### config.mk
export PLATFORM = sky130hd
export DESIGN_NAME = ldst_order_buf
export DESIGN_NICKNAME = d
export VERILOG_FILES = /design/src/rtl/lsob_pkg.sv /design/src/rtl/lsob_store_q.sv /design/src/rtl/lsob_load_q.sv /design/src/rtl/ldst_order_buf.sv
export SDC_FILE = /design/constraint.sdc
export NUM_CORES = 1
export LEC_CHECK = 0
export CORE_UTILIZATION = 35
export DETAILED_ROUTE_END_ITERATION = 16
export GPL_TIMING_DRIVEN = 0
export HOLD_SLACK_MARGIN = 0.03
export SLEW_MARGIN = 20
export SYNTH_ARGS = -nofsm -noshare
export SYNTH_HDL_FRONTEND = slang
export SYNTH_SLANG_ARGS = --single-unit
### constraint.sdc
create_clock -name clk -period 12.31 [get_ports clk]
set_clock_uncertainty 0.2 [all_clocks]
set_input_delay 3.693 -clock clk [delete_from_list [all_inputs] [get_ports clk]]
set_output_delay 3.693 -clock clk [all_outputs]
set_load 0.02 [all_outputs]
### src/rtl/lsob_pkg.sv
package lsob_pkg;
  typedef enum logic [1:0] {
    PICK_IDLE   = 2'd0,
    PICK_LD_MEM = 2'd1,
    PICK_LD_FWD = 2'd2,
    PICK_ST     = 2'd3
  } pick_e;
endpackage

### src/rtl/lsob_store_q.sv
module lsob_store_q #(
  parameter int AW  = 16,
  parameter int DW  = 32,
  parameter int SBD = 4,
  parameter int LQD = 4,
  localparam int PW = (SBD > 1) ? $clog2(SBD) : 1,
  localparam int CW = PW + 1
) (
  input  logic           clk,
  input  logic           rst,
  input  logic           push,
  input  logic           push_aok,
  input  logic [AW-1:0]  push_addr,
  input  logic [DW-1:0]  push_data,
  input  logic [LQD-1:0] lq_live,
  input  logic [LQD-1:0] lq_drop,
  input  logic           fix_v,
  input  logic [PW-1:0]  fix_idx,
  input  logic [AW-1:0]  fix_addr,
  input  logic           cmt,
  input  logic           pop,
  input  logic [SBD-1:0] probe_mask,
  input  logic [AW-1:0]  probe_addr,
  output logic           probe_hold,
  output logic           probe_hit,
  output logic [DW-1:0]  probe_data,
  output logic           head_go,
  output logic [AW-1:0]  head_addr,
  output logic [DW-1:0]  head_data,
  output logic [PW-1:0]  head_o,
  output logic [PW-1:0]  tail_o,
  output logic [SBD-1:0] live_o,
  output logic [CW-1:0]  cnt_o,
  output logic           full_o
);
  logic [AW-1:0]  addr_q [SBD];
  logic [DW-1:0]  data_q [SBD];
  logic [LQD-1:0] olm_q  [SBD];
  logic [SBD-1:0] live_q, aok_q;
  logic [PW-1:0]  head_q, tail_q;
  logic [CW-1:0]  cnt_q, ncmt_q;
  logic           cmt_ok;

  assign cmt_ok = cmt && (ncmt_q < cnt_q);

  // payload storage, no reset
  always_ff @(posedge clk) begin
    for (int i = 0; i < SBD; i++) begin
      if (push && tail_q == PW'(i)) begin
        addr_q[i] <= push_addr;
        data_q[i] <= push_data;
      end else if (fix_v && fix_idx == PW'(i)) begin
        addr_q[i] <= fix_addr;
      end
    end
  end

  always_ff @(posedge clk) begin
    if (rst) begin
      live_q <= '0;
      aok_q  <= '0;
      head_q <= '0;
      tail_q <= '0;
      cnt_q  <= '0;
      ncmt_q <= '0;
      for (int i = 0; i < SBD; i++) olm_q[i] <= '0;
    end else begin
      for (int i = 0; i < SBD; i++) begin
        olm_q[i] <= olm_q[i] & ~lq_drop;
        if (fix_v && fix_idx == PW'(i) && live_q[i]) aok_q[i] <= 1'b1;
        if (push && tail_q == PW'(i)) begin
          live_q[i] <= 1'b1;
          aok_q[i]  <= push_aok;
          olm_q[i]  <= lq_live & ~lq_drop;
        end
        if (pop && head_q == PW'(i)) live_q[i] <= 1'b0;
      end
      if (push) tail_q <= tail_q + 1'b1;
      if (pop)  head_q <= head_q + 1'b1;
      cnt_q  <= cnt_q  + CW'(push)   - CW'(pop);
      ncmt_q <= ncmt_q + CW'(cmt_ok) - CW'(pop);
    end
  end

  // address comparison against a load
  logic [SBD-1:0] match, unk;
  logic [PW-1:0]  age [SBD];
  for (genvar g = 0; g < SBD; g++) begin : g_ent
    assign age[g]   = PW'(g) - head_q;
    assign match[g] = probe_mask[g] & live_q[g] & aok_q[g] & (addr_q[g] == probe_addr);
    assign unk[g]   = probe_mask[g] & live_q[g] & ~aok_q[g];
  end

  logic [PW-1:0] best, sel;
  always_comb begin
    probe_hit = 1'b0;
    best      = '0;
    sel       = '0;
    for (int i = 0; i < SBD; i++) begin
      if (match[i] && (!probe_hit || age[i] > best)) begin
        probe_hit = 1'b1;
        best      = age[i];
        sel       = PW'(i);
      end
    end
  end

  assign probe_hold = |unk;
  assign probe_data = data_q[sel];
  assign head_go    = live_q[head_q] && aok_q[head_q] && (ncmt_q != '0) && (olm_q[head_q] == '0);
  assign head_addr  = addr_q[head_q];
  assign head_data  = data_q[head_q];
  assign head_o     = head_q;
  assign tail_o     = tail_q;
  assign live_o     = live_q;
  assign cnt_o      = cnt_q;
  assign full_o     = (cnt_q == CW'(SBD));
endmodule

### src/rtl/lsob_load_q.sv
module lsob_load_q #(
  parameter int AW  = 16,
  parameter int TW  = 4,
  parameter int LQD = 4,
  parameter int SBD = 4,
  localparam int PW = (LQD > 1) ? $clog2(LQD) : 1,
  localparam int CW = PW + 1
) (
  input  logic           clk,
  input  logic           rst,
  input  logic           push,
  input  logic [AW-1:0]  push_addr,
  input  logic [TW-1:0]  push_tag,
  input  logic [SBD-1:0] sb_live,
  input  logic [SBD-1:0] sb_drop,
  input  logic           pop,
  output logic           head_v,
  output logic [PW-1:0]  head_o,
  output logic [AW-1:0]  head_addr,
  output logic [TW-1:0]  head_tag,
  output logic [SBD-1:0] head_mask,
  output logic [LQD-1:0] live_o,
  output logic [CW-1:0]  cnt_o,
  output logic           full_o
);
  logic [AW-1:0]  addr_q [LQD];
  logic [TW-1:0]  tag_q  [LQD];
  logic [SBD-1:0] mask_q [LQD];
  logic [LQD-1:0] live_q;
  logic [PW-1:0]  head_q, tail_q;
  logic [CW-1:0]  cnt_q;

  always_ff @(posedge clk) begin
    for (int i = 0; i < LQD; i++) begin
      if (push && tail_q == PW'(i)) begin
        addr_q[i] <= push_addr;
        tag_q[i]  <= push_tag;
      end
    end
  end

  always_ff @(posedge clk) begin
    if (rst) begin
      live_q <= '0;
      head_q <= '0;
      tail_q <= '0;
      cnt_q  <= '0;
      for (int i = 0; i < LQD; i++) mask_q[i] <= '0;
    end else begin
      for (int i = 0; i < LQD; i++) begin
        mask_q[i] <= mask_q[i] & ~sb_drop;
        if (push && tail_q == PW'(i)) begin
          live_q[i] <= 1'b1;
          mask_q[i] <= sb_live & ~sb_drop;
        end
        if (pop && head_q == PW'(i)) live_q[i] <= 1'b0;
      end
      if (push) tail_q <= tail_q + 1'b1;
      if (pop)  head_q <= head_q + 1'b1;
      cnt_q <= cnt_q + CW'(push) - CW'(pop);
    end
  end

  assign head_v    = live_q[head_q];
  assign head_o    = head_q;
  assign head_addr = addr_q[head_q];
  assign head_tag  = tag_q[head_q];
  assign head_mask = mask_q[head_q];
  assign live_o    = live_q;
  assign cnt_o     = cnt_q;
  assign full_o    = (cnt_q == CW'(LQD));
endmodule

### src/rtl/ldst_order_buf.sv
module ldst_order_buf
  import lsob_pkg::*;
#(
  parameter int AW  = 16,
  parameter int DW  = 32,
  parameter int TW  = 4,
  parameter int SBD = 4,
  parameter int LQD = 4,
  localparam int SPW = (SBD > 1) ? $clog2(SBD) : 1
) (
  input  logic           clk,
  input  logic           rst,
  input  logic           req_valid,
  input  logic           req_store,
  input  logic           req_addr_ok,
  input  logic [AW-1:0]  req_addr,
  input  logic [DW-1:0]  req_data,
  input  logic [TW-1:0]  req_tag,
  output logic           ld_ready,
  output logic           st_ready,
  output logic [SPW-1:0] st_slot,
  input  logic           sa_valid,
  input  logic [SPW-1:0] sa_slot,
  input  logic [AW-1:0]  sa_addr,
  input  logic           st_commit,
  output logic           cache_req_valid,
  output logic           cache_req_we,
  output logic [AW-1:0]  cache_req_addr,
  output logic [DW-1:0]  cache_req_wdata,
  input  logic [DW-1:0]  cache_rdata,
  output logic           ld_ret_valid,
  output logic [TW-1:0]  ld_ret_tag,
  output logic [DW-1:0]  ld_ret_data,
  output logic           ld_ret_fwd
);
  localparam int LPW = (LQD > 1) ? $clog2(LQD) : 1;
  localparam int SCW = SPW + 1;
  localparam int LCW = LPW + 1;

  logic           sb_full, lq_full, st_push, ld_push;
  logic [SBD-1:0] sb_live, sb_drop;
  logic [LQD-1:0] lq_live, lq_drop;
  logic [SPW-1:0] sb_head, sb_tail;
  logic [LPW-1:0] lq_head;
  logic [SCW-1:0] sb_cnt;
  logic [LCW-1:0] lq_cnt;
  logic           lq_head_v, hold, hit, sb_head_go;
  logic [AW-1:0]  lq_head_addr, sb_head_addr;
  logic [TW-1:0]  lq_head_tag;
  logic [SBD-1:0] lq_head_mask;
  logic [DW-1:0]  fwd_data, sb_head_data;
  logic           ld_go, ld_fwd, ld_mem, st_go;
  pick_e          pick;

  assign st_push = req_valid &&  req_store && !sb_full;
  assign ld_push = req_valid && !req_store && !lq_full;

  lsob_store_q #(.AW(AW), .DW(DW), .SBD(SBD), .LQD(LQD)) u_stq (
    .clk(clk), .rst(rst),
    .push(st_push), .push_aok(req_addr_ok), .push_addr(req_addr), .push_data(req_data),
    .lq_live(lq_live), .lq_drop(lq_drop),
    .fix_v(sa_valid), .fix_idx(sa_slot), .fix_addr(sa_addr),
    .cmt(st_commit), .pop(st_go),
    .probe_mask(lq_head_mask), .probe_addr(lq_head_addr),
    .probe_hold(hold), .probe_hit(hit), .probe_data(fwd_data),
    .head_go(sb_head_go), .head_addr(sb_head_addr), .head_data(sb_head_data),
    .head_o(sb_head), .tail_o(sb_tail), .live_o(sb_live), .cnt_o(sb_cnt), .full_o(sb_full)
  );

  lsob_load_q #(.AW(AW), .TW(TW), .LQD(LQD), .SBD(SBD)) u_ldq (
    .clk(clk), .rst(rst),
    .push(ld_push), .push_addr(req_addr), .push_tag(req_tag),
    .sb_live(sb_live), .sb_drop(sb_drop), .pop(ld_go),
    .head_v(lq_head_v), .head_o(lq_head), .head_addr(lq_head_addr), .head_tag(lq_head_tag),
    .head_mask(lq_head_mask), .live_o(lq_live), .cnt_o(lq_cnt), .full_o(lq_full)
  );

  // arbitration: loads first, stores only when the port is free
  assign ld_go  = lq_head_v && !hold;
  assign ld_fwd = ld_go && hit;
  assign ld_mem = ld_go && !hit;
  assign st_go  = sb_head_go && !ld_mem;

  always_comb begin
    lq_drop = '0;
    sb_drop = '0;
    if (ld_go) lq_drop[lq_head] = 1'b1;
    if (st_go) sb_drop[sb_head] = 1'b1;
    if (ld_mem)      pick = PICK_LD_MEM;
    else if (st_go)  pick = PICK_ST;
    else if (ld_fwd) pick = PICK_LD_FWD;
    else             pick = PICK_IDLE;
  end

  logic          p1_v, p1_fwd;
  logic [TW-1:0] p1_tag;
  logic [DW-1:0] p1_data;

  always_ff @(posedge clk) begin
    if (rst) begin
      cache_req_valid <= 1'b0;
      cache_req_we    <= 1'b0;
      p1_v            <= 1'b0;
      p1_fwd          <= 1'b0;
      ld_ret_valid    <= 1'b0;
      ld_ret_fwd      <= 1'b0;
    end else begin
      cache_req_valid <= (pick == PICK_LD_MEM) || (pick == PICK_ST);
      cache_req_we    <= (pick == PICK_ST);
      p1_v            <= ld_go;
      p1_fwd          <= ld_fwd;
      ld_ret_valid    <= p1_v;
      ld_ret_fwd      <= p1_fwd;
    end
  end

  always_ff @(posedge clk) begin
    case (pick)
      PICK_ST: begin
        cache_req_addr  <= sb_head_addr;
        cache_req_wdata <= sb_head_data;
      end
      PICK_LD_MEM: cache_req_addr <= lq_head_addr;
      default: ;
    endcase
    p1_tag      <= lq_head_tag;
    p1_data     <= fwd_data;
    ld_ret_tag  <= p1_tag;
    ld_ret_data <= p1_fwd ? p1_data : cache_rdata;
  end

  assign ld_ready = !lq_full;
  assign st_ready = !sb_full;
  assign st_slot  = sb_tail;
endmodule

After elaboration in Yosys (flattened, before gate mapping)
Memories as Yosys holds them, arrays and structs flattened. A register that Yosys moved wholly into a read port is not among the register bits.
Cells that the tools add are included.
{ "totals": {"ff_bits": 87, "mem_bits_rw": 304, "n_memories": 6} }
{ "mem_list": {"columns": ["name", "depth", "width", "read_ports", "rd_clocked_by_memory_dff", "write_ports", "line", "source"], "rows": [
  ["u_stq.data_q", 4, 32, 2, 2, 1, "lsob_store_q.sv:37", "logic [DW-1:0] data_q [SBD];"],
  ["u_ldq.addr_q", 4, 16, 1, 1, 1, "lsob_load_q.sv:26", "logic [AW-1:0] addr_q [LQD];"],
  ["u_stq.addr_q", 4, 16, 5, 1, 4, "lsob_store_q.sv:36", "logic [AW-1:0] addr_q [SBD];"],
  ["u_ldq.mask_q", 4, 4, 5, 1, 4, "lsob_load_q.sv:28", "logic [SBD-1:0] mask_q [LQD];"],
  ["u_ldq.tag_q", 4, 4, 1, 1, 1, "lsob_load_q.sv:27", "logic [TW-1:0] tag_q [LQD];"],
  ["u_stq.olm_q", 4, 4, 5, 1, 4, "lsob_store_q.sv:38", "logic [LQD-1:0] olm_q [SBD];"]
]} }
{ "op_classes": {"addsub": 14, "magnitude_cmp": 8, "eq_ne": 23, "n_mux": 137, "n_bitwise": 52, "reduce_logical": 84} }
{ "ops": {"columns": ["operator", "count"], "rows": [
  ["$mux W32", 4],
  ["$mux W16", 7],
  ["$reduce_or A32 Y1", 3],
  ["$mux W4", 21],
  ["$mux W1", 74],
  ["$eq A16 B16 Y1", 4],
  ["$mux W2", 25],
  ["$reduce_or A16 Y1", 3],
  ["$logic_and A1 B1 Y1", 41],
  ["$and A4 B4 Y4", 10],
  ["$pmux W16 S2", 1],
  ["$eq A2 B2 Y1 const B", 11],
  ["$or A1 B1 Y1", 20],
  ["$and A1 B1 Y1", 16],
  ["$reduce_or A2 Y1", 8],
  ["$reduce_or A4 Y1", 4],
  ["$eq A2 B1 Y1 const B", 6],
  ["$logic_not A2 Y1", 5],
  ["$reduce_bool A2 Y1", 5],
  ["$add A3 B1 Y3", 3],
  ["$logic_not A1 Y1", 9],
  ["$sub A3 B1 Y3", 3],
  ["$add A2 B1 Y2 const B", 4],
  ["$not A4 Y4", 2],
  ["other kinds (13)", 29]
]} }

Depth between registers and ports, before layout
Gate-level depths: netlist (run 1).
{ "depth": {"ltp_word": 25, "ltp_mapped": 24} }

Cells and area by module
Synthesis (run 1) repeated with hierarchy kept, for this count alone.
{ "hier_totals": {"cells_unflattened": 1330, "area_unflattened_um2": 20108.0} }
{ "modules_own_cells": {"columns": ["mod", "instances", "cells_per_inst", "area_each_um2", "seq_area_each_um2"], "rows": [
  ["lsob_store_q", 1, 876, 11826.3, 6606.3],
  ["lsob_load_q", 1, 248, 4490.6, 3103.0],
  ["ldst_order_buf", 1, 206, 3791.1, 3002.9]
]} }

Worst setup path before layout (run 1)
No wires, ideal clock.
{ "synth_path": {"path_kind": "in2reg", "startpoint": "input port req_valid", "endpoint": "memory u_stq.addr_q[3][10], data pin", "arrival_ps": 6318, "t_required_ps": 11850, "setup_slack_ps": 5532, "path_stages": 7, "path_buffers": 2, "cell_sequence": "and3_1 > clkbuf_1 > nand2_1 > clkinv_1 > nor2_1 > clkbuf_1 > mux2_2"} }
{ "synth_lines": {"columns": ["element", "line", "source"], "rows": [
  ["start: declaration", "ldst_order_buf.sv:13", "input logic req_valid,"],
  ["end: declaration", "lsob_store_q.sv:36", null]
]} }

==> run summary, run 1 <==
Seq pwr share - 47.4%
CP max stage delay - 0.87 ns
Final Wtd Congestion - 0.903
row count - 89
worst path required time - 12.46 ns
Hold Fails Final Rpt - 0
Routed WL - 58400 µm
CTS Buffer Depth - 3
final critical-path share of the clock period - 57.3%
largest net degree at the start of global routing - 44
reg-to-reg slack, setup - 5.78 ns
first-pass GRT wire length - 85800 µm
CP max FO - 18
cts hold-fix bufs - 0
initial antenna violation count - 2
grt total ovfl - 0
CP top delay family - buffers and inverters
clock slew at reported path FFs - 0.06 ns
Int Power - 2870 µW
initial core utilization - 35.4%
GRT Overall Usage - 19.2%
Die Y - 246 µm
input/output buffers - 200
Final nets - 1818
Clock power frac - 40.1%
Clock Latency Late Sink - 0.61 ns
setup tns final - 0 ns
clock root buffer - clkbuf_16
CP arrival - 7.20 ns
CP bufs+invs - 4
slowest CP cell - clkbuf_1
Finished Layout Cells - 2495
switching power of the nets - 923 µW
vias in the first global route - 13328
Slew @ Worst Pin - 1.13 ns
CP Class - in -> reg
commonest non-fill, non-tap cells in the layout - edfxtp_1, clkdlybuf4s50_1, mux2_2
layout cells sized above 1 - 23.8%
P&R area growth vs syn - 23.6%
fmax - 0.142 GHz
hold depth - 0
combinational power share - 12.5%
antenna viol nets, final - 0
Netlist cell types - 75
Worst slew margin - 24.3%
clk sink count - 463
ys flop type - edfxtp_1
Placed Cells incl. Taps - 2396
startpoint types - primary input
pins over their slew limit - 0
switching share of power - 24.3%
count of flip-flops with a built-in enable after synthesis - 344
Post-synth ARST share - 0%
worst hold path class - reg -> reg
crit path cell chain - clkdlybuf4s50_1, and3_1, clkbuf_1, nand2_1, inv_2, nor2_1, clkbuf_1, mux2_2
CTS tree - yes
R2R depth - 23
post-CTS repair timing setup buffer count - 0
FF-to-FF End - p1_data[29]
drt initial violations - 917
most common cell after layout, fill and taps aside - edfxtp_1
Die W - 246 µm
Synth Register Bits - 463
drt pass-1 iters - 5
post_cts resized - 0
Mapped Cells - 1391
routed vias/inst - 5.24
part of the Yosys area used for sequential elements - 60.9%
Worst setup EP type - register
vias - 13068
Avg Synthesized Cell Area - 15.0 µm²
PwrDens - 147 nW/µm²
fin crit period - 7.05 ns
leakage - 0.00850 µW
die area - 60600 µm²
H-tree depth - 2
total core area - 58900 µm²
IO Pins - 201
final setup vio count - 0
drt wl/cell - 23.4 µm
min-delay src - p1_tag[0]
WHS Endpoint - ld_ret_tag[0]
Max Cap Violations - 0
yosys warns - 0
RSZ-0062 raised after global routing - false
peak supply drop - 0.0000932 V
filler cell count - 5187
status - finished clean
worst hold slack - 0.127 ns
DRC - 0
Most common cell on crit path - clkbuf_1
hpwl dp - 40200 µm
Syn Std Cell Area - 20900 µm²
number of CTS-inserted buffers - 52
layer usage:
metal,up-vias,track usage [%],share of wire [%]
met1,6529,25.0,42
met5,-,0,0.022
met2,503,32.1,48
li1,5927,-,-
met4,2,6.08,3.1
met3,107,3.47,6.5
metrics by stage:
stage / power (µW) / util, % / setup WS, ns / area [µm²]
after floorplan: 2100 / - / 5.53 / 20900
after global placement: 2290 / 40.6 / 3.13 / 23900
after detailed placement: 2300 / 40.9 / 4.68 / 24100
after CTS: 3830 / 43.8 / 5.33 / 25800
after global routing: 3930 / 43.8 / 5.13 / 25800
final: 3790 / 43.8 / 5.26 / 25800
final cells by class:
cell class,instances,area [µm²],share of cell area [%]
repair buffers,209,2190,8.50
well taps,773,967,3.75
clock inverters,28,287,1.11
multi-input cells,842,7700,29.9
plain buffers,76,422,1.64
clock buffers,70,1380,5.35
inverters,33,125,0.485
flip-flops and latches,463,12700,49.3
diodes,1,2.50,0.00970
worst max-delay path by stage:
stage,startpoint,to,slack [ns],cells past startpoint
global placement,req_valid,u_stq.addr_q[3][5],3.13,8
CTS,req_valid,u_stq.addr_q[1][14],5.33,8
detailed placement,req_valid,u_stq.addr_q[1][14],4.68,8
finish,req_valid,u_stq.addr_q[1][5],5.26,8
global route,req_valid,u_stq.addr_q[1][13],5.13,8
floorplan,req_valid,u_stq.addr_q[3][10],5.53,7
power groups by stage:
stage                     Sequential [µW]  Clock, µW  Combinational [µW]
after floorplan                      1840          0                 261
after global placement               1830          0                 462
after detailed placement             1830          0                 474
after CTS                            1800       1560                 477
after global routing                 1800       1610                 509
final                                1800       1520                 475
synth_stat cells, types with 7 or more instances:
| library cell | instances | area [µm²] |
|---|---|---|
| edfxtp_1 | 344 | 10300 |
| a211oi_1 | 7 | 52.6 |
| buf_1 | 8 | 30.0 |
| o21ai_0 | 21 | 105 |
| and3_1 | 8 | 50.1 |
| mux2_2 | 149 | 1680 |
| ha_1 | 29 | 363 |
| inv_1 | 32 | 120 |
| a21oi_1 | 24 | 120 |
| o21ai_2 | 30 | 263 |
| xor2_1 | 12 | 105 |
| mux4_1 | 9 | 236 |
| a21oi_2 | 30 | 263 |
| a2111oi_0 | 17 | 149 |
| mux2i_1 | 28 | 280 |
| mux4_2 | 64 | 1440 |
| xnor2_1 | 63 | 552 |
| buf_2 | 7 | 35.0 |
| nor2_1 | 82 | 308 |
| buf_6 | 8 | 90.1 |
| nor4_1 | 7 | 43.8 |
| nand2_1 | 48 | 180 |
| buf_4 | 12 | 90.1 |
| nand3_1 | 46 | 230 |
| clkbuf_1 | 38 | 143 |
| dfxtp_1 | 119 | 2380 |
| o31ai_1 | 33 | 248 |
| nor2b_1 | 11 | 68.8 |
| nand4_1 | 16 | 100 |
| nand2b_1 | 11 | 68.8 |
kinds of logic after synthesis:
family / synth area share, %
flops: 60.9
simple gates: 6.36
mux: 17.5
compound gates: 7.28
buf+inv: 2.61
xor+xnor: 3.23
fa+ha+maj: 2.03
other cells: 0.0180
sequential cells by signal, summed over array words and instances, names as in the netlist, 16 cells and up, named ones only:
signal and count:
cache_req_addr 16, cache_req_wdata 32, ld_ret_data 32, p1_data 32, u_ldq.addr_q 64, u_ldq.mask_q 16, u_ldq.tag_q 16, u_stq.addr_q 64
u_stq.data_q 128, u_stq.olm_q 16
Note: power is estimated with default switching activity, not from simulation.
==> run 2: changes to the inputs <==
==> constraint.sdc (replaced) <==
create_clock -name clk -period 6.1 [get_ports clk]
set_clock_uncertainty 0.2 [all_clocks]
set_input_delay 1.83 -clock clk [delete_from_list [all_inputs] [get_ports clk]]
set_output_delay 1.83 -clock clk [all_outputs]
set_load 0.02 [all_outputs]
==> run 2 against run 1 <==
Effect of this change: sequential cell count did not move; core utilization rose by 0.27 points; clock power rose by 100%; via count barely moved; combinational power rose by 110%; global-route usage barely moved; design area rose by 0.61%; worst setup slack got worse by 5.0 ns; first-iteration DRC count rose by 4.9%; routed wire length rose by 0.24%; clock-buffer cell count did not move.
==> run summary, run 2 (synthesis gave the netlist of run 1 again) <==
drt wl/cell - 23.4 µm
hpwl dp - 40200 µm
Final Cell Area - 25900 µm²
Routed WL - 58500 µm
GRT Overall Usage - 19.2%
CP max FO - 10
P&R area growth vs syn - 24.4%
DP Area - 24100 µm²
Final nets - 1824
CTS tree - yes
fin util - 44.0%
fin crit period - 5.87 ns
combinational power share - 12.7%
peak supply drop - 0.000188 V
pins over their slew limit - 0
switching share of power - 24.4%
Max Cap Violations - 0
input/output buffers - 200
most common cell after layout, fill and taps aside - edfxtp_1
antenna viol nets, final - 0
Clock power frac - 40.0%
CTS Buffer Depth - 3
final critical-path share of the clock period - 96.2%
die area - 60600 µm²
worst path required time - 6.42 ns
Clock Latency Late Sink - 0.61 ns
grt total ovfl - 0
vias - 13072
total core area - 58900 µm²
row count - 89
status - finished clean
clk sink count - 463
largest register by flop count - u_stq.data_q
first-pass GRT wire length - 85900 µm
routed vias/inst - 5.23
vias in the first global route - 13367
Largest register FFs - 128
PwrDens - 296 nW/µm²
final setup vio count - 0
CP arrival - 6.18 ns
initial antenna violation count - 2
number of CTS-inserted buffers - 52
IO Pins - 201
initial core utilization - 35.4%
clock slew at reported path FFs - 0.06 ns
clock root buffer - clkbuf_16
setup tns final - 0 ns
Worst slew margin - 26.3%
Placed Cells incl. Taps - 2396
leakage - 0.00856 µW
Slew @ Worst Pin - 1.11 ns
Pwr Total - 7670 µW
fmax - 0.170 GHz
startpoint types - register
Final Wtd Congestion - 0.903
cts hold-fix bufs - 0
CP Class - reg -> reg
drt pass-1 iters - 5
commonest non-fill, non-tap cells in the layout - edfxtp_1, clkdlybuf4s50_1, mux2_2
biggest regs - u_stq.data_q x128, u_ldq.addr_q x64, u_stq.addr_q x64
Finished Layout Cells - 2501
layout cells sized above 1 - 25.0%
Int Power - 5800 µW
RSZ-0062 raised after global routing - false
drt initial violations - 962
H-tree depth - 2
filler cell count - 5171
largest net degree at the start of global routing - 44
DRC - 0
switching power of the nets - 1870 µW
worst hold path class - reg -> reg
Seq pwr share - 47.3%
Die W - 246 µm
Die Y - 246 µm
Worst setup EP type - register
Hold Fails Final Rpt - 0
run 2: cell count changes in the layout (fill, tap and decap cells not counted), moves of 2 or more:
| cell | previous run | this run |
|---|---|---|
| mux2i_1 | 28 | 24 |
| nor4_2 | 0 | 2 |
| clkbuf_1 | 54 | 51 |
| xnor2_1 | 63 | 61 |
| mux2i_2 | 0 | 3 |
| o21ai_0 | 21 | 19 |
| nor4_1 | 7 | 5 |
| clkbuf_2 | 2 | 6 |
| buf_6 | 8 | 12 |
run 2: power groups by stage:
stage,clock network (µW),logic [µW],registers [µW]
floorplan,0,527,3710
global placement,0,932,3690
detailed placement,0,957,3690
CTS,3140,969,3630
global route,3250,1040,3640
finish,3070,975,3630
run 2: repair_timing:
item	CTS	global route
pin swaps	1	2
gates cloned	0	0
setup endpoints to repair	32	32
buffers inserted	1	5
resized for setup	14	11
endpoints found under the hold margin	0	0
run 2: layer usage:
metal  GRT usage [%]  part of all wire [%]  up-vias
met1            24.9                    42     6528
met3            3.52                   6.1      103
li1                -                     -     5949
met4            6.14                   2.8        2
met5               0                 0.022        -
met2            32.3                    49      490
run 2: final timing paths:
| check | from | endpoint | slack, ns | cells after the start |
|---|---|---|---|---|
| setup / recovery | register | p1_data[24] | 0.23 | 24 |
| hold / removal | p1_tag[0] | ld_ret_tag[0] | 0.13 | 0 |
| setup reg to reg | register | p1_data[24] | 0.23 | 24 |
| hold reg to reg | p1_tag[0] | ld_ret_tag[0] | 0.13 | 0 |
run 2: worst max-delay path, stage by stage (launching register included):
cell and delay (ns):
dfxtp_1 0.32, buf_6 0.17, buf_12 0.18, mux4_1 0.68, xnor2_1 0.25, nand3_1 0.12, nor4b_2 0.29, and4bb_2 0.35
a21boi_0 0.13, a22oi_1 0.28, ha_1 0.29, nor2b_1 0.14, o21ai_2 0.17, o21ai_0 0.13, and3_1 0.25, mux2_2 0.29
ha_1 0.28, nor2b_1 0.13, o21ai_1 0.19, nor3_1 0.12, a41oi_4 0.21, buf_12 0.15, buf_6 0.16, o31ai_1 0.10
o21ai_2 0.16
run 2: cell type report:
class	count	area (µm²)	share of cell area, %
clock buffer	70	1380	5.31
clock inverter	28	287	1.10
multi-input combinational	842	7780	30.0
buffer	76	442	1.70
inverter	33	125	0.482
timing repair buffer	215	2250	8.67
tap	773	967	3.73
antenna	1	2.50	0.00965
sequential	463	12700	49.0
run 2: per-stage QoR:
step	hold slack (ns)	worst slack, ns
floorplan	0.110	1.01
global placement	0.115	-1.21
detailed placement	0.113	-0.410
CTS	0.127	0.0208
global route	0.133	0.00244
finish	0.127	0.234
